==> src/rtl/eiu_pkg.sv <==
package eiu_pkg;
  typedef enum logic [1:0] {
    PWR_RUN   = 2'd0,
    PWR_LIGHT = 2'd1,
    PWR_DEEP  = 2'd2,
    PWR_RSVD  = 2'd3
  } pwr_t;

  localparam logic [1:0] ADDR_ENABLE = 2'd0;
  localparam logic [1:0] ADDR_POLAR  = 2'd1;
  localparam logic [1:0] ADDR_CLEAR  = 2'd2;
endpackage

==> src/rtl/eiu_sync.sv <==
module eiu_sync #(
  parameter int W      = 4,
  parameter int STAGES = 2
) (
  input  logic         clk,
  input  logic         rst,
  input  logic [W-1:0] async_i,
  output logic [W-1:0] sync_o
);
  localparam int LAST = STAGES - 1;

  logic [W-1:0] chain [STAGES];

  always_ff @(posedge clk) begin
    if (rst) chain[0] <= '0;
    else     chain[0] <= async_i;
  end

  for (genvar s = 1; s < STAGES; s++) begin : g_stage
    always_ff @(posedge clk) begin
      if (rst) chain[s] <= '0;
      else     chain[s] <= chain[s-1];
    end
  end

  assign sync_o = chain[LAST];

  initial begin
    assert (STAGES >= 2) else $error("eiu_sync needs at least two stages");
  end
endmodule

==> src/rtl/eiu_edge.sv <==
module eiu_edge #(
  parameter int W = 4
) (
  input  logic         clk,
  input  logic         rst,
  input  logic [W-1:0] smp_i,
  input  logic [W-1:0] polar_i,
  input  logic [W-1:0] hold_i,
  output logic [W-1:0] det_o
);
  logic [W-1:0] prev_q;

  always_ff @(posedge clk) begin
    if (rst) prev_q <= '0;
    else     prev_q <= smp_i;
  end

  for (genvar i = 0; i < W; i++) begin : g_pin
    logic rise, fall;
    assign rise     = smp_i[i] & ~prev_q[i];
    assign fall     = ~smp_i[i] & prev_q[i];
    assign det_o[i] = ~hold_i[i] & (polar_i[i] ? rise : fall);

    // a detection needs the sample to differ from the previous one
    p_edge_only_r2: assert property (@(posedge clk) disable iff (rst)
      det_o[i] |-> (smp_i[i] != prev_q[i]));
  end
endmodule

==> src/rtl/eiu_flags.sv <==
module eiu_flags #(
  parameter int W = 4
) (
  input  logic         clk,
  input  logic         rst,
  input  logic [W-1:0] det_i,
  input  logic [W-1:0] clr_i,
  output logic [W-1:0] flag_o
);
  logic [W-1:0] flag_q;

  always_ff @(posedge clk) begin
    if (rst) flag_q <= '0;
    else     flag_q <= (flag_q & ~clr_i) | det_i;
  end

  assign flag_o = flag_q;

  for (genvar i = 0; i < W; i++) begin : g_chk
    p_edge_sets_r3: assert property (@(posedge clk) disable iff (rst)
      det_i[i] |=> flag_q[i]);
    p_sticky_r4: assert property (@(posedge clk) disable iff (rst)
      (flag_q[i] && !clr_i[i]) |=> flag_q[i]);
    p_clear_r4: assert property (@(posedge clk) disable iff (rst)
      (clr_i[i] && !det_i[i]) |=> !flag_q[i]);
  end
endmodule

==> src/rtl/eiu_wake.sv <==
module eiu_wake #(
  parameter int W = 4
) (
  input  logic         clk,
  input  logic         rst,
  input  logic [1:0]   pwr_i,
  input  logic [W-1:0] en_i,
  input  logic [W-1:0] det_i,
  output logic         wake_o,
  output logic         rst_wake_o
);
  import eiu_pkg::*;

  logic [W-1:0] armed_q;
  logic         wake_q, rwake_q;
  logic         light, deep;

  assign light = (pwr_i == PWR_LIGHT);
  assign deep  = (pwr_i == PWR_DEEP);

  always_ff @(posedge clk) begin
    if (rst) begin
      armed_q <= '0;
      wake_q  <= 1'b0;
      rwake_q <= 1'b0;
    end else begin
      if (!light && !deep) armed_q <= en_i;
      wake_q  <= light & |(det_i & armed_q);
      rwake_q <= deep & det_i[0] & armed_q[0];
    end
  end

  assign wake_o     = wake_q;
  assign rst_wake_o = rwake_q;

  p_run_quiet_r11: assert property (@(posedge clk) disable iff (rst)
    (!light && !deep) |=> (!wake_o && !rst_wake_o));
  p_deep_no_vector_r10: assert property (@(posedge clk) disable iff (rst)
    deep |=> !wake_o);
  p_wake_pulse_r9: assert property (@(posedge clk) disable iff (rst)
    wake_o |-> !rst_wake_o);
endmodule

==> src/rtl/ext_irq_unit.sv <==
module ext_irq_unit #(
  parameter int NPINS       = 4,
  parameter int SYNC_STAGES = 2
) (
  input  logic             clk,
  input  logic             rst,
  input  logic [NPINS-1:0] pin_i,
  input  logic             wr_en,
  input  logic [1:0]       wr_addr,
  input  logic [NPINS-1:0] wr_data,
  input  logic [1:0]       pwr_state,
  output logic [NPINS-1:0] flag_o,
  output logic [NPINS-1:0] irq_o,
  output logic             wake_o,
  output logic             rst_wake_o
);
  import eiu_pkg::*;

  logic [NPINS-1:0] en_q, polar_q, hold_q;
  logic [NPINS-1:0] smp, det, clr, flags;
  logic             wr_en_reg, wr_pol_reg, wr_clr_reg;

  assign wr_en_reg  = wr_en && (wr_addr == ADDR_ENABLE);
  assign wr_pol_reg = wr_en && (wr_addr == ADDR_POLAR);
  assign wr_clr_reg = wr_en && (wr_addr == ADDR_CLEAR);
  assign clr        = wr_clr_reg ? wr_data : '0;

  always_ff @(posedge clk) begin
    if (rst) begin
      en_q    <= '0;
      polar_q <= '1;
      hold_q  <= '0;
    end else begin
      if (wr_en_reg)  en_q    <= wr_data;
      if (wr_pol_reg) polar_q <= wr_data;
      hold_q <= wr_pol_reg ? (wr_data ^ polar_q) : '0;
    end
  end

  eiu_sync #(.W(NPINS), .STAGES(SYNC_STAGES)) u_sync (
    .clk(clk), .rst(rst), .async_i(pin_i), .sync_o(smp)
  );

  eiu_edge #(.W(NPINS)) u_edge (
    .clk(clk), .rst(rst), .smp_i(smp), .polar_i(polar_q),
    .hold_i(hold_q), .det_o(det)
  );

  eiu_flags #(.W(NPINS)) u_flags (
    .clk(clk), .rst(rst), .det_i(det), .clr_i(clr), .flag_o(flags)
  );

  eiu_wake #(.W(NPINS)) u_wake (
    .clk(clk), .rst(rst), .pwr_i(pwr_state), .en_i(en_q), .det_i(det),
    .wake_o(wake_o), .rst_wake_o(rst_wake_o)
  );

  assign flag_o = flags;
  assign irq_o  = flags & en_q;

  // a changed polarity bit blocks that pin for the following cycle
  for (genvar i = 0; i < NPINS; i++) begin : g_hold_chk
    p_polar_hold_r7: assert property (@(posedge clk) disable iff (rst)
      (wr_pol_reg && (wr_data[i] != polar_q[i])) |=> !det[i]);
  end

  p_reset_state_r1: assert property (@(posedge clk)
    rst |=> (flag_o == '0 && irq_o == '0));
endmodule

==> config.mk <==
export PLATFORM = sky130hd
export DESIGN_NAME = ext_irq_unit
export DESIGN_NICKNAME = d
export VERILOG_FILES = /design/src/rtl/eiu_pkg.sv /design/src/rtl/eiu_sync.sv /design/src/rtl/eiu_edge.sv /design/src/rtl/eiu_flags.sv /design/src/rtl/eiu_wake.sv /design/src/rtl/ext_irq_unit.sv
export SDC_FILE = /design/constraint.sdc
export NUM_CORES = 1
export LEC_CHECK = 0
export ABC_AREA = 0
export BUFFER_PORTS_ARGS = -buffer_cell sky130_fd_sc_hd__buf_4
export CAP_MARGIN = 20
export CORE_ASPECT_RATIO = 0.7
export CORE_MARGIN = 2
export CORE_UTILIZATION = 45
export DETAILED_ROUTE_END_ITERATION = 7
export MAX_ROUTING_LAYER = met4
export PLACE_DENSITY = 0.69
export SYNTH_ARGS = -nofsm -noshare
export SYNTH_HDL_FRONTEND = slang
export SYNTH_SLANG_ARGS = --single-unit
==> constraint.sdc <==
create_clock -name clk -period 1.38 [get_ports clk]
set_input_delay 0 -clock clk [delete_from_list [all_inputs] [get_ports clk]]
set_output_delay 0 -clock clk [all_outputs]
set_load 0.05 [all_outputs]
### After elaboration in Yosys (flattened, before gate mapping)

Memories as Yosys holds them, arrays and structs flattened.
Cells that the tools add are included.

* register bits: 26
* bits in writable memories: 8
* input port bits: 15
* output and inout bits: 10
* word-level logic and storage cells: 68
* memories: 1

* equality and inequality tests: 4
* mux-type cells: 10
* bitwise gates (word level): 36
* reduce and logical (&&, ||, !) cells: 9

Memories
* u_sync.chain: depth 2, width 4, read ports 2, clocked after memory_dff 0, wr ports 2, line eiu_sync.sv:12 `logic [W-1:0] chain [STAGES];`

Operators by type and width (count)
* bitwise AND 1 bit: 15
* inverter 1 bit: 13
* bitwise AND 4 bit: 3
* two-way mux 4 bit: 3
* two-way mux 1 bit: 7
* == test 2 x 1 -> 1 bit, second input constant: 2
* == test 2 bit, second input constant: 2
* logical AND 1 bit: 4
* inverter 4 bit: 1
* bitwise OR 4 bit: 1
* OR reduction 4 bit: 1
* XOR 4 bit: 1
* logical NOT 1 bit: 2
* logical NOT 2 bit: 1
* bitwise OR 1 bit: 2
* OR reduction 2 bit: 1

### Logic depth before layout (Yosys ltp)

Gate-level depths: netlist of run 1.

* depth in word-level cells: 7
* mapped depth: 5
* mapped depth without buffers: 4

### Modules after synthesis

Synthesis of run 1 repeated with hierarchy kept, for this count alone.

* cell total of the unflattened synthesis: 136
* area, all modules: 1345.0 um^2

Modules (own cells, without submodules)
* ext_irq_unit: instances 1, cells each 59, area each 556.8 um^2, sequential area each 240.2 um^2
* eiu_wake: instances 1, cells each 25, area each 247.7 um^2, sequential area each 120.1 um^2
* eiu_sync: instances 1, cells each 16, area each 210.2 um^2, sequential area each 160.2 um^2
* eiu_edge: instances 1, cells each 20, area each 190.2 um^2, sequential area each 80.1 um^2
* eiu_flags: instances 1, cells each 16, area each 140.1 um^2, sequential area each 80.1 um^2

### Least setup slack after synthesis of run 1

OpenSTA, ideal clock, no wires.

* path kind: register to output
* from: register u_flags.flag_q[0] (netlist: u_flags.flag_o[0])
* to: output port irq_o[0]
* data arrival time: 1.119 ns
* required time: 1.380 ns
* slack: 0.261 ns
* cell stages (with the launch flop): 2
* path buffers: 0
* path through: dfxtp_1 and2_1

* longest elaborated chain between the ends: 1

RTL lines
* start, declared: line eiu_flags.sv:10 `logic [W-1:0] flag_q;`
* start signal, assigned: line eiu_flags.sv:14 `else flag_q <= (flag_q & ~clr_i) | det_i;`
* bitwise AND 4 bit: line ext_irq_unit.sv:59 `assign irq_o = flags & en_q;`
* end, declared: line ext_irq_unit.sv:13 `output logic [NPINS-1:0] irq_o,`

No other way between the ends.

### Worst setup path in the final report of run 1

* from: register polar_q[3]
* to: register u_wake.wake_q (netlist: u_wake.wake_o)

* longest elaborated chain between the ends: 5

RTL lines
* start, declared: line ext_irq_unit.sv:19 `logic [NPINS-1:0] en_q, polar_q, hold_q;`
* start signal, assigned: line ext_irq_unit.sv:35 `if (wr_pol_reg) polar_q <= wr_data;`
* two-way mux 1 bit: line eiu_edge.sv:22 `assign det_o[i] = ~hold_i[i] & (polar_i[i] ? rise : fall);`
* bitwise AND 1 bit: line eiu_edge.sv:22
* bitwise AND 4 bit: line eiu_wake.sv:28 `wake_q <= light & |(det_i & armed_q);`
* OR reduction 4 bit: line eiu_wake.sv:28
* bitwise AND 1 bit: line eiu_wake.sv:28
* end signal, assigned: line eiu_wake.sv:28
* end, declared: line eiu_wake.sv:15 `logic wake_q, rwake_q;`

No other way between the ends.
A chain may end at the register's enable or synchronous reset.

==> results of run 1 <==
[routing by layer]
layer	part of all wire, %	up-vias	GRT usage, %
met4	2.4	0	9.184
met1	45	453	21.73
li1	-	504	-
met5	0	-	-
met2	47	21	26.96
met3	5.4	9	6.279
[metrics by stage]
| step | setup slack, ns | hold WS (ns) | util (%) | power, mW |
|---|---|---|---|---|
| finish | 0.1024 | 0.02737 | 59.76 | 1.976 |
| floorplan | 0.2606 | 0.07161 | - | 1.174 |
| CTS | 0.1045 | 0.01761 | 59.76 | 2.000 |
| detailed placement | 0.1188 | 0.2158 | 53.88 | 1.247 |
| global route | 0.01701 | 0.03402 | 59.76 | 2.060 |
| global placement | 0.2107 | 0.2138 | 53.88 | 1.240 |
[worst max path at each step]
stage	startpoint	end	slack, ns	cells past startpoint
after floorplan	u_flags.flag_o[0]	irq_o[0]	0.26	1
after global placement	polar_q[3]	u_wake.wake_o	0.21	4
after detailed placement	polar_q[3]	u_wake.wake_o	0.12	4
after CTS	polar_q[3]	u_wake.wake_o	0.10	4
after global routing	polar_q[3]	u_wake.wake_o	0.02	4
final	polar_q[3]	u_wake.wake_o	0.10	4
[worst reg2reg max path: stages, from the launching register on]
cell,delay (ns)
dfxtp_1,0.39
nand2_1,0.07
o22ai_1,0.21
a32oi_1,0.18
a311oi_1,0.32
[registers in the layout, indices dropped and copies added (netlist names)]
register / count
hold_q: 4
polar_q: 4
u_edge.prev_q: 4
u_wake.wake_o: 1
u_wake.armed_q: 4
u_flags.flag_o: 4
en_q: 4
u_wake.rst_wake_o: 1
u_sync.chain: 8
[final cells by class]
cell class / count / area share (%)
sequential: 34 / 41.53
multi-input combinational: 83 / 32.60
timing repair buffer: 31 / 15.27
clock buffer: 7 / 5.267
tap: 36 / 2.748
inverter: 10 / 2.290
clock inverter: 1 / 0.3053
[cells in the final DEF (no fill, tap or decap)]
master,Yosys,final
dfxtp_1,34,34
buf_4,0,24
nor2b_1,13,13
inv_1,10,10
nor2_1,9,9
nand2_1,9,9
mux2i_1,8,8
dlygate4sd3_1,0,7
nand2b_1,6,6
clkbuf_8,0,6
and2_1,4,4
o211ai_1,4,4
xnor2_1,4,4
nor3_1,4,4
o22ai_1,4,4
o21ai_0,4,4
nand3b_1,3,3
a21oi_1,3,3
ha_1,2,2
nor3b_2,1,1
nand3_1,1,1
nor3b_1,1,1
a32oi_1,1,1
a311oi_1,1,1
a21boi_0,1,1
clkinv_2,0,1
clkbuf_1,2,1
[kinds of logic (layout without fill, tap and decap cells)]
logic type      Yosys count  after routing  synth area share, %
mux                       8              8                6.293
simple gates             51             51                21.93
fa+ha+maj                 2              2                1.966
xor+xnor                  4              4                2.753
buf+inv                  15             49                4.523
flops                    34             34                53.49
compound gates           18             18                9.046
[power by group]
group / internal [mW] / switching, mW
combinational: 0.0973 / 0.103
clock: 0.402 / 0.335
sequential: 1.02 / 0.0217
total: 1.52 / 0.460
[what timing repair did]
item / in CTS / in global routing
hold endpoints to repair: 7 / 0
gates resized for setup: 0 / 0
hold buffers: 7 / 0
==> out/qor.yml, run 1 <==
worst_setup_path:
  path_max_fanout: 4
  required_ns: 1.56
  ff2ff_path_depth: 4
  worstPathCellList: "nand2_1, o22ai_1, a32oi_1, a311oi_1"
  endpoint_kind: "flop"
  start_kind: "flop"
  slowest_stage: "dfxtp_1"
  cp.arrival_ns: 1.46
  max_stage_delay_ns: 0.39
  critical_path_buf_inv_count: 0
  worst_r2r_endpoint: "u_wake.wake_o"
  r2r_slack_ns: 0.10
  crit_type: "flop to flop"
  r2r-start: "polar_q[3]"
  cp_top_family: "compound AO/OA/AOI/OAI gates"
route:
  vias: 987
  drt-pass1-iter-count: 4
  detail-route-antenna-nets: 0
  avgViaCountPerCell: 4.886
  wl_per_cell_um: 12.33
  drt_iter0_drc: 59
  wl_mm: 2.490
  drc: 0
floorplan:
  die_area_um2: 3276
  num_io_pins: 25
  core_um2: 2743
  die_y_um: 48.49
  rows: 16
  start_util_pct: 46.40
  die_w_um: 67.56
place:
  dp.cells: 187
  dp_hpwl_mm: 1.787
  gp_congestion: 0.7877
  place_area_um2: 1478
  port_buffers: 24
global_route:
  overflow: 0
  grt_pass1_vias: 918
  antenna_found_initial: 0
  grt_first_pass_wirelength_mm: 4.133
  grt_usage_pct: 18.18
  grt_start_max_net_pins: 32
timing:
  report.final.hold_viol_count: 0
  drv_slew: 0
  finClkSkew_ns: 0.003139
  rsz0062_at_grt: "no"
  period_needed_ns: 1.278
  tns_ns: 0
  finalSetupViolCount: 0
  max_freq_ghz: 0.7827
  worst_slew_pin_slew_ns: 0.5687
  slew_headroom_pct: 61.92
  fin_crit_sh_pct: 92.58
hold_path:
  hp-class: "primary input to flop"
  hold_depth: 3
  worstHoldStart: "wr_data[2]"
  min_to: "en_q[2]"
power:
  peakVddDrop_mv: 0.5902
  powerDensity_nw_per_um2: 1205
  leakagePower_nw: 0.6976
layout:
  final_cells: 202
  fin_area_um2: 1639
  diodes: 0
  multi_input_area_um2: 534.3
  fill_cells: 233
  layout-drive-gt1-share_pct: 19.28
  fin_nets: 182
  area_delta_synth_final_pct: 28.81
  regArea_um2: 680.7
clocking:
  clkTransAtPathRegs_ns: 0.06
  clk_latency_ns: 0.28
  cts_tree: "built"
  cts_root_buf: "clkbuf_8"
  numCtsBuffers: 5
  clkSinkCount: 34
  postCtsSetupRepairBufs: 0
  htreeDepth: 2
  clockBufferDepth: 2
synthesis:
  synth-seq-area-share_pct: 53.49
  postSynth.asyncResetShare_pct: 0
  netlist.area_leader.share_pct: 53.49
  synth_edf_count: 0
  ys_seq_elements: 34
  synth_fp_nets: 149
  synthTopCellsByArea: "dfxtp_1, nor2b_1, mux2i_1"
  synthCells: 132
  yosys-top-cells-count: "dfxtp_1, nor2b_1, inv_1"
  yosys_warnings: 0
  yosys.area.top_type: "dfxtp_1"
  synth.distinct_cells: 25
  yosys.cell_count.top_type: "dfxtp_1"
  synth_flop_cell: "dfxtp_1"
  syn_avg_cell_area_um2: 9.640
  syn_area_um2: 1272
flow_run:
  drv_cap: 0
run_status:
  outcome: "complete, no violations"
No activity file was read; power rests on OpenSTA's default activity.
==> run 2, diff against run 1 <==
Settings changed: ABC_AREA 0 to 1.
==> run 2 against run 1 <==
  * Sequential power is essentially flat
  * Clock-buffer cell count is the same
  * Design area shrank 0.23%
  * Sequential share of layout area grew 0.095 points
  * Global-route usage shrank 0.11 points
  * First-iteration DRC count grew 32%
  * Synthesized cell count grew 30%
  * Via count grew 16%
  * Sequential cell count is the same
  * Routed wire length grew 4.7%
  * Maximum frequency grew 27%
==> out/qor.yml, run 2 <==
run_status:
  outcome: "complete, no violations"
synthesis:
  synthCells: 172
  postSynth.asyncResetShare_pct: 0
  synth_fp_nets: 189
  yosys_warnings: 0
  netlist.area_leader.share_pct: 52.82
  yosys-top-cells-count: "inv_1, dfxtp_1, nand2_1"
  yosys.cell_count.top_type: "inv_1"
  synthTopCellsByArea: "dfxtp_1, inv_1, nand2_1"
  syn_area_um2: 1289
  synth_edf_count: 0
  syn_avg_cell_area_um2: 7.493
  synth_flop_cell: "dfxtp_1"
  synth-seq-area-share_pct: 52.82
  synth.distinct_cells: 14
  yosys.area.top_type: "dfxtp_1"
  ys_seq_elements: 34
floorplan:
  die_w_um: 67.96
  num_io_pins: 25
  die_area_um2: 3315
  die_y_um: 48.78
  start_util_pct: 46.65
  rows: 16
  core_um2: 2763
layout:
  layout_commonest_cell: "inv_1"
  largest_reg_flops: 8
  fin_nets: 223
  diodes: 0
  area_delta_synth_final_pct: 26.89
  fill_cells: 266
  layout-drive-gt1-share_pct: 15.05
  top_register: "u_sync.chain"
  layout_common_cells: "inv_1, dfxtp_1, nand2_1, buf_4, nor2_1"
place:
  dp_hpwl_mm: 1.950
  port_buffers: 24
  gp_congestion: 0.8585
global_route:
  grt_first_pass_wirelength_mm: 4.360
  grt_start_max_net_pins: 22
  grtUsageMet2_pct: 28.64
  gr-usage-met1_pct: 21.76
  overflow: 0
  grt_usage_pct: 18.07
  met3_usage_pct: 5.543
  antenna_found_initial: 0
  grt.busiest_layer: "met2"
  grt_pass1_vias: 1051
flow_run:
  drv_cap: 0
clocking:
  cts_tree: "built"
  clk_latency_ns: 0.27
  htreeDepth: 2
  cts_root_buf: "clkbuf_8"
  clkSinkCount: 34
  clockBufferDepth: 2
  ctsResizeCount: 0
  clkTransAtPathRegs_ns: 0.06
  numCtsBuffers: 5
worst_setup_path:
  max_stage_delay_ns: 0.37
  endpoint_kind: "flop"
  start_kind: "flop"
  worstPathCellList: "inv_1, nand3_1, nand2_1, nand3_2, nand2_1, nor2_1, nor2_1"
  cp.arrival_ns: 1.17
  slowest_stage: "dfxtp_1"
  required_ns: 1.55
  crit_type: "flop to flop"
  path_max_fanout: 4
hold_path:
  hp-class: "primary input to flop"
timing:
  timing.hold.ws_ns: 0.01418
  fin_crit_sh_pct: 72.72
  max_freq_ghz: 0.9965
  tns_ns: 0
  drv_slew: 0
  slew_headroom_pct: 81.58
  period_needed_ns: 1.004
  report.final.hold_viol_count: 0
  worst_slew_pin_slew_ns: 0.2755
  rsz0062_at_grt: "no"
  finClkSkew_ns: 0.003890
  finalSetupViolCount: 0
route:
  drc: 0
  avgViaCountPerCell: 4.740
  detail-route-antenna-nets: 0
  drt_iter0_drc: 78
  wl_per_cell_um: 10.78
  wl_mm: 2.608
  vias: 1147
  drt-pass1-iter-count: 4
power:
  fin_total_pwr_mw: 1.919
  leakagePower_nw: 0.8224
  powerDensity_nw_per_um2: 1173
  peakVddDrop_mv: 1.042
## run 2: changes by cell type after synthesis, sizes merged, moves of 13 or more
cell   previous run  this run
a21oi             3        16
inv              10        38
nand2             9        24
nand3             1        14
nor2              9        23
nor2b            13         0
## run 2: final timing paths
check                          start                 end  slack (ns)  cells past startpoint
setup / recovery          polar_q[0]       u_wake.wake_o        0.38                      7
setup reg to reg          polar_q[0]       u_wake.wake_o        0.38                      7
hold reg to reg   u_sync.chain[0][2]  u_sync.chain[1][2]        0.40                      2
hold / removal            wr_data[1]           hold_q[1]        0.01                      3
## run 2: power breakdown
group          switching [mW]  internal, mW  total [mW]  leakage [nW]
Sequential             0.0263          1.03        1.05         0.279
Combinational           0.125        0.0848       0.209         0.506
Clock                   0.309         0.346       0.655        0.0383
Total                   0.460          1.46        1.92         0.822
## run 2: metal layers
metal  part of all wire, %  routed length (um)
met5                     0                   0
met4                   1.5                  38
met3                   6.1                 158
met2                    46                1199
met1                    46                1211
## run 2: stage by stage
stage	util, %	std cells	setup slack [ns]	area [um2]
finish	59.19	242	0.3765	1635
global placement	54.26	229	0.4416	1499
floorplan	-	172	0.3390	1289
detailed placement	54.26	229	0.4196	1499
CTS	59.19	242	0.3866	1635
global route	59.19	242	0.2493	1635
## run 2: cells by family (layout without fill, tap and decap cells)
| family | after synthesis | in the layout | share of synthesized area, % |
|---|---|---|---|
| flops | 34 | 34 | 52.82 |
| compound gates | 32 | 32 | 12.43 |
| simple gates | 63 | 63 | 20.58 |
| fa+ha+maj | 2 | 2 | 1.941 |
| buf+inv | 41 | 75 | 12.23 |
## run 2: critical path, delay by kind of cell (launching register included)
kind | cells | cell delay (ns)
AND/OR/NAND/NOR | 6 | 0.46
flip-flops | 1 | 0.37
buffers and inverters | 1 | 0.07
## run 2: layout make-up
type	count	area (um2)	share of cell area, %
Inverter	38	142.6	8.722
Tap cell	36	45.04	2.754
Timing Repair Buffer	30	240.2	14.69
Multi-Input combinational cell	97	450.4	27.54
Clock buffer	7	76.32	4.667
Sequential cell	34	680.7	41.62
## run 2: what timing repair did
action,4_1_cts,5_1_grt
hold endpoints to repair,6,0
setup buffers,0,0
hold buffers,6,0
==> run 3, diff against run 2 <==
Settings changed: ABC_AREA 1 to 0, PLACE_DENSITY 0.69 to 0.72.
Clock period 1.38 ns to 0.9 ns, I/O delays scaled along.
==> run 3 against run 2 <==
  * The run now ends with negative setup slack left
  * Sequential power rose by 52%
  * Combinational power rose by 96%
  * First-iteration DRC count fell by 37%
  * Setup slack got worse by 0.53 ns
  * Critical path depth fell by 3
  * Die area fell by 1.2%
  * Critical path type unchanged
==> out/qor.yml, run 3 (synthesis results as in run 1) <==
power:
  peakVddDrop_mv: 1.157
  leakagePower_nw: 0.8240
  powerDensity_nw_per_um2: 1639
layout:
  layout_commonest_cell: "buf_4"
  largest_reg_flops: 8
  layout-drive-gt1-share_pct: 43.48
  fin_area_um2: 1947
  layout_common_cells: "buf_4, dfxtp_1, dfxtp_2, nor2b_1, inv_1"
  top_register: "u_sync.chain"
  fin_nets: 200
  area_delta_synth_final_pct: 53.00
  diodes: 0
clocking:
  clockBufferDepth: 2
  cts_tree: "built"
  htreeDepth: 2
  cts_root_buf: "clkbuf_8"
  clkTransAtPathRegs_ns: 0.07
  clk_latency_ns: 0.30
  clkSinkCount: 34
  numCtsBuffers: 5
timing:
  finClkSkew_ns: 0.008516
  max_freq_ghz: 0.9475
  fin_crit_sh_pct: 117.3
  drv_slew: 0
  period_needed_ns: 1.055
  setup_ws_ns: -0.1554
  worst_slew_pin_slew_ns: 0.3288
  slew_headroom_pct: 78.08
  rsz0062_at_grt: "yes"
  tns_ns: -0.3109
  report.final.hold_viol_count: 0
  finalSetupViolCount: 8
place:
  place_area_um2: 1603
  gp_congestion: 0.7793
  port_buffers: 24
  dp_hpwl_mm: 1.932
worst_setup_path:
  start_kind: "flop"
  endpoint_kind: "flop"
  required_ns: 1.12
  slowest_stage: "dfxtp_4"
  cp.arrival_ns: 1.27
  worstPathCellList: "nand2_4, o22ai_4, a32oi_1, a311oi_1"
  cp_top_family: "compound AO/OA/AOI/OAI gates"
  max_stage_delay_ns: 0.38
  path_max_fanout: 3
  crit_type: "flop to flop"
  critical_path_buf_inv_count: 0
floorplan:
  start_util_pct: 46.40
  num_io_pins: 25
  die_w_um: 67.56
  core_um2: 2743
  die_area_um2: 3276
  rows: 16
  die_y_um: 48.49
route:
  wl_per_cell_um: 13.78
  drt_iter0_drc: 49
  drc: 0
  wl_mm: 3.032
  avgViaCountPerCell: 4.968
  vias: 1093
  detail-route-antenna-nets: 0
  drt-pass1-iter-count: 4
global_route:
  grt_usage_pct: 22.21
  overflow: 0
  grt_start_max_net_pins: 32
  antenna_found_initial: 0
  grt_pass1_vias: 1140
  grt_first_pass_wirelength_mm: 5.050
run_status:
  violations: "negative setup slack"
  outcome: "complete, but fails checks"
flow_run:
  drv_cap: 0
hold_path:
  hp-class: "primary input to flop"
-- run 3: final timing paths --
| check | startpoint | endpoint | slack [ns] | cells after the start |
|---|---|---|---|---|
| max reg2reg | polar_q[3] | u_wake.wake_o | -0.16 | 4 |
| min | rst | u_flags.flag_o[0] | 0.08 | 2 |
| min reg2reg | u_sync.chain[0][2] | u_sync.chain[1][2] | 0.44 | 1 |
| max | polar_q[3] | u_wake.wake_o | -0.16 | 4 |
-- run 3: cell type report --
type / count / area (um2)
Fill cell: 200 / 795.8
Sequential cell: 34 / 704.4
Multi-Input combinational cell: 83 / 624.3
Timing Repair Buffer: 49 / 444.2
Clock buffer: 7 / 86.33
Tap cell: 36 / 45.04
Inverter: 10 / 37.54
Clock inverter: 1 / 5.005
-- run 3: worst reg2reg max path, stage by stage (launching register included) --
cell and delay [ns]:
dfxtp_4 0.38, nand2_4 0.05, o22ai_4 0.16, a32oi_1 0.13, a311oi_1 0.25
-- run 3: per-layer routing --
metal,global-route usage [%],wire length [um],vias to the layer above
li1,-,-,535
met1,25.60,1345,530
met2,33.82,1480,20
met3,7.209,130,8
met4,12.24,76,0
met5,-,0,-
-- run 3: timing repair --
action / in CTS / in global routing
buffers inserted: 8 / 0
endpoints found under the setup margin: 9 / 12
hold buffers: 8 / 0
gates resized for setup: 25 / 11
pin swaps: 2 / 6
endpoints found under the hold margin: 11 / 0
-- run 3: report_power, final --
group	total, mW	switching [mW]	leakage (nW)	internal (mW)
clock network	1.18	0.564	0.0482	0.617
registers	1.60	0.0373	0.283	1.56
logic	0.410	0.190	0.493	0.220
-- run 3: metrics by stage --
step	worst slack, ns	std cells	hold WS [ns]	power [mW]	util [%]
after floorplan	-0.06481	132	0.06420	1.818	-
after global placement	-0.1190	196	0.2126	1.944	58.44
after detailed placement	-0.1460	196	0.2169	1.958	58.44
after CTS	-0.1531	220	0.08214	3.171	69.71
after global routing	-0.1996	220	0.09474	3.312	70.99
final	-0.1554	220	0.07524	3.192	70.99
